**src/rtl/dct_pkg.sv**
```systemverilog
package dct_pkg;
    localparam int TB_W   = 16;
    localparam int ADDR_W = 4;

    localparam logic [ADDR_W-1:0] A_CFG  = 4'h0;
    localparam logic [ADDR_W-1:0] A_ARM  = 4'h1;
    localparam logic [ADDR_W-1:0] A_STAT = 4'h2;
    localparam logic [ADDR_W-1:0] A_DIV  = 4'h3;
    localparam logic [ADDR_W-1:0] A_TB   = 4'h4;
    localparam int                A_CAP  = 5;

    typedef enum logic [1:0] {
        S_IDLE,
        S_WAIT_A1,
        S_WAIT_B,
        S_WAIT_A2
    } chan_state_e;
endpackage

```
**src/rtl/dct_timebase.sv**
```systemverilog
module dct_timebase #(
    parameter int TB_W = 16
) (
    input  logic            clk,
    input  logic            rst_n,
    input  logic [TB_W-1:0] div_i,
    input  logic            div_load_i,
    output logic [TB_W-1:0] tb_o
);
    logic [TB_W-1:0] pre;

    always_ff @(posedge clk) begin
        if (!rst_n) begin
            pre  <= '0;
            tb_o <= '0;
        end else if (div_load_i) begin
            pre <= '0;
        end else if (pre == div_i) begin
            pre  <= '0;
            tb_o <= tb_o + 1'b1;
        end else begin
            pre <= pre + 1'b1;
        end
    end

    AST_TB_STEP: assert property (@(posedge clk) disable iff (!rst_n)
        (tb_o != $past(tb_o)) |-> (tb_o == $past(tb_o) + 1'b1));
endmodule

```
**src/rtl/dct_edge_sync.sv**
```systemverilog
module dct_edge_sync (
    input  logic clk,
    input  logic rst_n,
    input  logic pin_i,
    output logic rise_o,
    output logic fall_o
);
    logic s1, s2, s3;

    always_ff @(posedge clk) begin
        if (!rst_n) begin
            s1 <= 1'b0;
            s2 <= 1'b0;
            s3 <= 1'b0;
        end else begin
            s1 <= pin_i;
            s2 <= s1;
            s3 <= s2;
        end
    end

    assign rise_o = s2 & ~s3;
    assign fall_o = ~s2 & s3;

    AST_EDGE_EXCL: assert property (@(posedge clk) disable iff (!rst_n)
        !(rise_o && fall_o));
endmodule

```
**src/rtl/dct_channel.sv**
```systemverilog
module dct_channel
    import dct_pkg::*;
#(
    parameter int TB_W = 16
) (
    input  logic                 clk,
    input  logic                 rst_n,
    input  logic                 arm_i,
    input  logic                 end_on_b_i,
    input  logic                 free_run_i,
    input  logic                 rise_i,
    input  logic                 fall_i,
    input  logic [TB_W-1:0]      tb_i,
    output logic                 done_o,
    output logic [2:0][TB_W-1:0] caps_o
);
    chan_state_e st, st_nx;
    logic        en_a1, en_b, en_a2;

    // state register
    always_ff @(posedge clk) begin
        if (!rst_n) st <= S_IDLE;
        else        st <= st_nx;
    end

    // next state
    always_comb begin
        st_nx = st;
        unique case (st)
            S_IDLE:    if (arm_i) st_nx = S_WAIT_A1;
            S_WAIT_A1: if (!arm_i) st_nx = S_IDLE;
                       else if (rise_i) st_nx = S_WAIT_B;
            S_WAIT_B:  if (!arm_i) st_nx = S_IDLE;
                       else if (fall_i) begin
                           if (!end_on_b_i)     st_nx = S_WAIT_A2;
                           else if (free_run_i) st_nx = S_WAIT_A1;
                           else                 st_nx = S_IDLE;
                       end
            S_WAIT_A2: if (!arm_i) st_nx = S_IDLE;
                       else if (rise_i) st_nx = free_run_i ? S_WAIT_A1 : S_IDLE;
            default:   st_nx = S_IDLE;
        endcase
    end

    // outputs
    always_comb begin
        en_a1  = 1'b0;
        en_b   = 1'b0;
        en_a2  = 1'b0;
        done_o = 1'b0;
        unique case (st)
            S_IDLE:    ;
            S_WAIT_A1: en_a1 = arm_i & rise_i;
            S_WAIT_B:  begin
                           en_b   = arm_i & fall_i;
                           done_o = arm_i & fall_i & end_on_b_i;
                       end
            S_WAIT_A2: begin
                           en_a2  = arm_i & rise_i;
                           done_o = arm_i & rise_i;
                       end
            default:   ;
        endcase
    end

    always_ff @(posedge clk) begin
        if (!rst_n) begin
            caps_o <= '0;
        end else begin
            if (en_a1) caps_o[0] <= tb_i;
            if (en_b)  caps_o[1] <= tb_i;
            if (en_a2) caps_o[2] <= tb_i;
        end
    end

    AST_IDLE_WHEN_DISARMED: assert property (@(posedge clk) disable iff (!rst_n)
        !arm_i |=> (st == S_IDLE));
    AST_DONE_NEEDS_ARM: assert property (@(posedge clk) disable iff (!rst_n)
        done_o |-> (arm_i && st != S_IDLE && st != S_WAIT_A1));
endmodule

```
**src/rtl/dual_capture_timer.sv**
```systemverilog
module dual_capture_timer
    import dct_pkg::*;
(
    input  logic              clk,
    input  logic              rst_n,
    input  logic [1:0]        evt_in,
    input  logic [ADDR_W-1:0] reg_addr,
    input  logic              reg_wr,
    input  logic              reg_rd,
    input  logic [TB_W-1:0]   reg_wdata,
    output logic [TB_W-1:0]   reg_rdata,
    output logic              irq
);
    localparam int N_CH  = 2;
    localparam int CFG_W = 4 * N_CH;

    logic [CFG_W-1:0]                 cfg;
    logic [N_CH-1:0]                  arm, done, end_b, free;
    logic [N_CH-1:0]                  stat, rise, fall;
    logic [TB_W-1:0]                  div, tb;
    logic [N_CH-1:0][2:0][TB_W-1:0]   caps;
    logic                             wr_cfg, wr_arm, wr_div, stat_rd;

    assign wr_cfg  = reg_wr && reg_addr == A_CFG;
    assign wr_arm  = reg_wr && reg_addr == A_ARM;
    assign wr_div  = reg_wr && reg_addr == A_DIV;
    assign stat_rd = reg_rd && reg_addr == A_STAT;

    dct_timebase #(.TB_W(TB_W)) i_tb (
        .clk(clk), .rst_n(rst_n), .div_i(div), .div_load_i(wr_div), .tb_o(tb)
    );

    for (genvar c = 0; c < N_CH; c++) begin : g_ch
        assign end_b[c] = cfg[4*c+2];
        assign free[c]  = cfg[4*c+3];

        dct_edge_sync i_sync (
            .clk(clk), .rst_n(rst_n), .pin_i(evt_in[c]),
            .rise_o(rise[c]), .fall_o(fall[c])
        );

        dct_channel #(.TB_W(TB_W)) i_chan (
            .clk(clk), .rst_n(rst_n), .arm_i(arm[c]),
            .end_on_b_i(end_b[c]), .free_run_i(free[c]),
            .rise_i(rise[c]), .fall_i(fall[c]), .tb_i(tb),
            .done_o(done[c]), .caps_o(caps[c])
        );

        AST_SINGLE_DISARM: assert property (@(posedge clk) disable iff (!rst_n)
            (done[c] && !free[c] && !wr_arm) |=> !arm[c]);
        AST_FREE_KEEP: assert property (@(posedge clk) disable iff (!rst_n)
            (done[c] && free[c] && !wr_arm) |=> arm[c]);
    end

    always_ff @(posedge clk) begin
        if (!rst_n) begin
            cfg  <= '0;
            arm  <= '0;
            div  <= '0;
            stat <= '0;
            irq  <= 1'b0;
        end else begin
            if (wr_cfg) cfg <= reg_wdata[CFG_W-1:0];
            if (wr_div) div <= reg_wdata;
            if (wr_arm) arm <= reg_wdata[N_CH-1:0];
            else        arm <= arm & ~(done & ~free);
            stat <= (stat & ~{N_CH{stat_rd}}) | done;
            irq  <= |done;
        end
    end

    always_comb begin
        reg_rdata = '0;
        case (reg_addr)
            A_CFG:   reg_rdata = TB_W'(cfg);
            A_ARM:   reg_rdata = TB_W'(arm);
            A_STAT:  reg_rdata = TB_W'(stat);
            A_DIV:   reg_rdata = div;
            A_TB:    reg_rdata = tb;
            default: begin
                for (int c = 0; c < N_CH; c++)
                    for (int k = 0; k < 3; k++)
                        if (reg_addr == ADDR_W'(A_CAP + 3*c + k))
                            reg_rdata = caps[c][k];
            end
        endcase
    end

    AST_IRQ_HAS_STATUS: assert property (@(posedge clk) disable iff (!rst_n)
        irq |-> (stat != '0));
    AST_STATUS_RDCLR: assert property (@(posedge clk) disable iff (!rst_n)
        (stat_rd && done == '0) |=> (stat == '0));
endmodule

```
**config.mk**
```make
export PLATFORM = sky130hd
export DESIGN_NAME = dual_capture_timer
export DESIGN_NICKNAME = d
export VERILOG_FILES = /design/src/rtl/dct_pkg.sv /design/src/rtl/dct_timebase.sv /design/src/rtl/dct_edge_sync.sv /design/src/rtl/dct_channel.sv /design/src/rtl/dual_capture_timer.sv
export SDC_FILE = /design/constraint.sdc
export NUM_CORES = 1
export LEC_CHECK = 0
export ABC_AREA = 1
export BUFFER_PORTS_ARGS = -buffer_cell sky130_fd_sc_hd__buf_2
export CAP_MARGIN = 40
export CORE_MARGIN = 4
export CORE_UTILIZATION = 40
export CTS_BUF_LIST = sky130_fd_sc_hd__clkbuf_4
export CTS_CLUSTER_SIZE = 12
export DETAILED_ROUTE_END_ITERATION = 6
export PLACE_DENSITY = 0.57
export SYNTH_ARGS = -nofsm -noshare
export SYNTH_HDL_FRONTEND = slang
export SYNTH_HIERARCHICAL = 1
export SYNTH_SLANG_ARGS = --single-unit
```
**constraint.sdc**
```tcl
create_clock -name clk -period 1.4 [get_ports clk]
set_input_delay 0.07 -clock clk [delete_from_list [all_inputs] [get_ports clk]]
set_output_delay 0.07 -clock clk [all_outputs]
set_load 0.005 [all_outputs]
```
==> results.py <==
metrics = {
    "clock_network": {
        "htreeDepth": 4,
        "cts_tree": "built",
        "path_clk_slew_ns": 0.16,
        "cts_buffers": 17,
        "root_buffer": "clkbuf_4",
        "clock_path_buffers": 2,
        "clock_latency_ns": 0.57,
        "cts_sinks": 167,
    },
    "logic_synthesis": {
        "syn-num-nets": 1283,
        "synth.avg_cell_area_sq_um": 6.54,
        "synthesis.area_sq_mm": 0.00821,
        "synth_most_common_cell": "nor2_1",
        "async_flop_share_pct": 0,
        "yosys.area.top_type": "dfxtp_1",
        "synth_common_cells": "nor2_1, nand2_1, dfxtp_1",
        "synth_edf_count": 0,
        "ys_warn_count": 6,
        "synth_area_leaders": "dfxtp_1, nor2_1, nand2_1",
        "ys_ff_latch": 167,
        "yosysTopAreaCellShare_pct": 40.7,
        "ys.flop_type": "dfxtp_1",
        "synth_cells": 1255,
        "synth.distinct_cells": 30,
        "ys_seq_area_share_pct": 40.7,
    },
    "setup_path": {
        "cp-endpoint": "reg_rdata[0]",
        "critPathLaunch": "g_ch[1].i_chan/caps_o[0]",
        "critPathTopFamily": "simple AND/OR/NAND/NOR gates",
        "crit_path_cell_trace": "o211ai_1 -> nand4_1 -> nand2_1 -> nand3_2 -> buf_2",
        "start_kind": "register",
        "cp.required_ns": 1.33,
        "r2r-end": "i_tb/tb_o[1]",
        "worstSetupPathDepth": 5,
        "cp.arrival_ns": 1.62,
        "slowest_delay_ns": 0.35,
        "cp-end-kind": "primary output",
        "r2r_cells": 14,
        "critical_path_buf_inv_count": 1,
        "slowest_stage": "dfxtp_2",
        "path_class": "reg2out",
        "crit_fanout": 2,
        "r2r_slack_ns": -0.22,
        "r2r_start": "div[3]",
    },
    "run_status": {
        "status": "complete, but fails checks",
        "violations": "negative setup slack",
    },
    "flow_run": {
        "maxCapViolations": 0,
    },
    "layout": {
        "fin_util_pct": 54.6,
        "drive_gt1_share_pct": 33.4,
        "num-fill-cells": 1984,
        "area_delta_synth_final_pct": 34.7,
        "nets": 1462,
    },
    "timing": {
        "rsz0062_at_grt": "yes",
        "fin_crit_sh_pct": 121,
        "layout_min_cycle_time_ns": 1.69,
        "worst_clock_skew_ns": 0.0228,
        "setup_ws_ns": -0.287,
        "setup_viol": 48,
        "worst_slew_pin_slew_ns": 0.432,
        "report.final.slew_viol_count": 0,
        "setup_tns_ns": -8.00,
        "fmax_mhz": 593,
        "hold_viol_final": 0,
        "slew_headroom_pct": 71.1,
    },
    "route": {
        "wirelength_um": 25100,
        "dr_total_vias": 8453,
        "drc_errors": 0,
        "drt_iter0_markers": 520,
        "ant_nets": 0,
        "wl_per_cell_um": 14.6,
        "drtPass1Iterations": 5,
        "viasPerCell": 4.92,
    },
    "grt": {
        "use_met2_pct": 37.8,
        "grtUsageMet3_pct": 3.32,
        "busiest_layer": "met2",
        "grtUsageMet1_pct": 30.4,
        "grt_pass1_vias": 7897,
        "grt_max_degree": 37,
        "grt_use_total_pct": 22.5,
        "grt_pass1_wl_um": 40800,
        "antenna_found_initial": 2,
        "gr-total-overflow": 0,
    },
    "die": {
        "placementRows": 52,
        "io_pins": 43,
        "initial_utilization_pct": 40.6,
        "die_h_um": 151,
        "dieArea_sq_mm": 0.0229,
        "core_sq_mm": 0.0202,
        "die_w_um": 151,
    },
    "min_path": {
        "worstHoldPathType": "in2reg",
    },
    "placed_design": {
        "dp_hpwl_um": 17000,
        "routabilityCongestion": 0.842,
        "port_buffers": 42,
    },
    "pwr": {
        "powerDensity_mw_per_mm2": 895,
        "max-vdd-ir-drop_mv": 0.479,
        "power.total_w": 0.00989,
        "leakage_nw": 4.86,
    },
}
-- per-layer routing --
layer  routed length, um  up-vias  share of wire (%)
li1                    -     4336                  -
met1               11400     3903                 45
met2               12300      178                 49
met3                1030       34                4.1
met4                 399        2                1.6
met5                   7        -              0.028
-- what timing repair did --
action / in CTS / in global routing
buffers inserted: 29 / 10
gates resized for setup: 170 / 100
setup endpoints to repair: 48 / 80
hold buffers: 24 / 0
endpoints found under the hold margin: 48 / 0
pin swaps: 82 / 55
cloned: 4 / 0
-- flip-flops by register name, indices dropped and copies added, names as in the netlist, 2 cells and up --
signal              cells
arm                     2
cfg                     8
div                    16
g_ch.i_chan/caps_o     96
g_ch.i_chan/st          4
g_ch.i_sync/s1          2
g_ch.i_sync/s2          2
g_ch.i_sync/s3          2
i_tb/pre               16
i_tb/tb_o              16
stat                    2
-- through the flow --
stage	cell area, sq um	hold WS (ns)	worst slack, ns	cells
3_3_place_gp	9440	0.250	-0.237	1623
2_1_floorplan	8250	0.163	0.00436	1255
4_1_cts	10800	0.156	-0.360	1709
5_1_grt	11100	0.175	-0.405	1718
3_5_place_dp	9440	0.254	-0.259	1623
6_report	11100	0.202	-0.287	1718
-- cells by family after synthesis --
kind of cell             after synthesis  synth area share, %
AND/OR/NAND/NOR                      718                 37.5
buffers and inverters                191                 10.1
AO/OA/AOI/OAI                        167                 10.2
flip-flops                           167                 40.7
XOR/XNOR                              10                 1.07
adder cells (fa/ha/maj)                2                0.305
-- report_power, final --
| part | switching [W] | internal (W) |
|---|---|---|
| clock network | 0.00205 | 0.000829 |
| registers | 0.000109 | 0.00488 |
| logic | 0.00111 | 0.000912 |
-- worst min path at each step --
stage / start / to / slack [ns] / depth (start not counted)
2_1_floorplan: rst_n / g_ch[0].i_sync/s2 / 0.16 / 2
3_3_place_gp: evt_in[1] / g_ch[1].i_sync/s1 / 0.25 / 3
3_5_place_dp: evt_in[0] / g_ch[0].i_sync/s1 / 0.25 / 3
4_1_cts: evt_in[0] / g_ch[0].i_sync/s1 / 0.16 / 4
5_1_grt: evt_in[1] / g_ch[1].i_sync/s1 / 0.18 / 4
6_report: evt_in[1] / g_ch[1].i_sync/s1 / 0.20 / 4
-- worst reg2reg max path, stage by stage, from the launching register on --
cell	delay [ns]
dfxtp_2	0.38
buf_6	0.09
buf_6	0.08
inv_2	0.03
nand2_2	0.05
nand2_2	0.06
nor2_4	0.12
nand2_2	0.08
nor2_4	0.18
buf_6	0.12
buf_6	0.08
nand3_4	0.09
nand2_2	0.08
nand2_1	0.04
nor2_1	0.07
-- cell usage in the layout (no fill, tap or decap), drive strengths merged --
cell / n
clkinvlp: 1
a21oi: 35
dlygate4sd3: 24
nor4: 1
xor2: 9
nor2: 340
or2: 4
clkbuf: 17
ha: 2
nand3: 100
nor3: 10
xnor2: 1
buf: 185
diode: 1
nand3b: 2
clkinv: 5
o211ai: 2
nand2: 226
inv: 151
nand4: 35
o21ai: 130
dfxtp: 167
-- final cells by class --
cell class              instances  area, sq um  share of cell area, %
clock inverters                15          160                   1.45
flip-flops and latches        167         3450                   31.2
repair buffers                209         1840                   16.6
diodes                          1         2.50                 0.0226
well taps                     270          338                   3.06
clock buffers                  17          128                   1.15
inverters                     142          533                   4.82
multi-input cells             897         4600                   41.6
(Power assumes the default switching activity.)
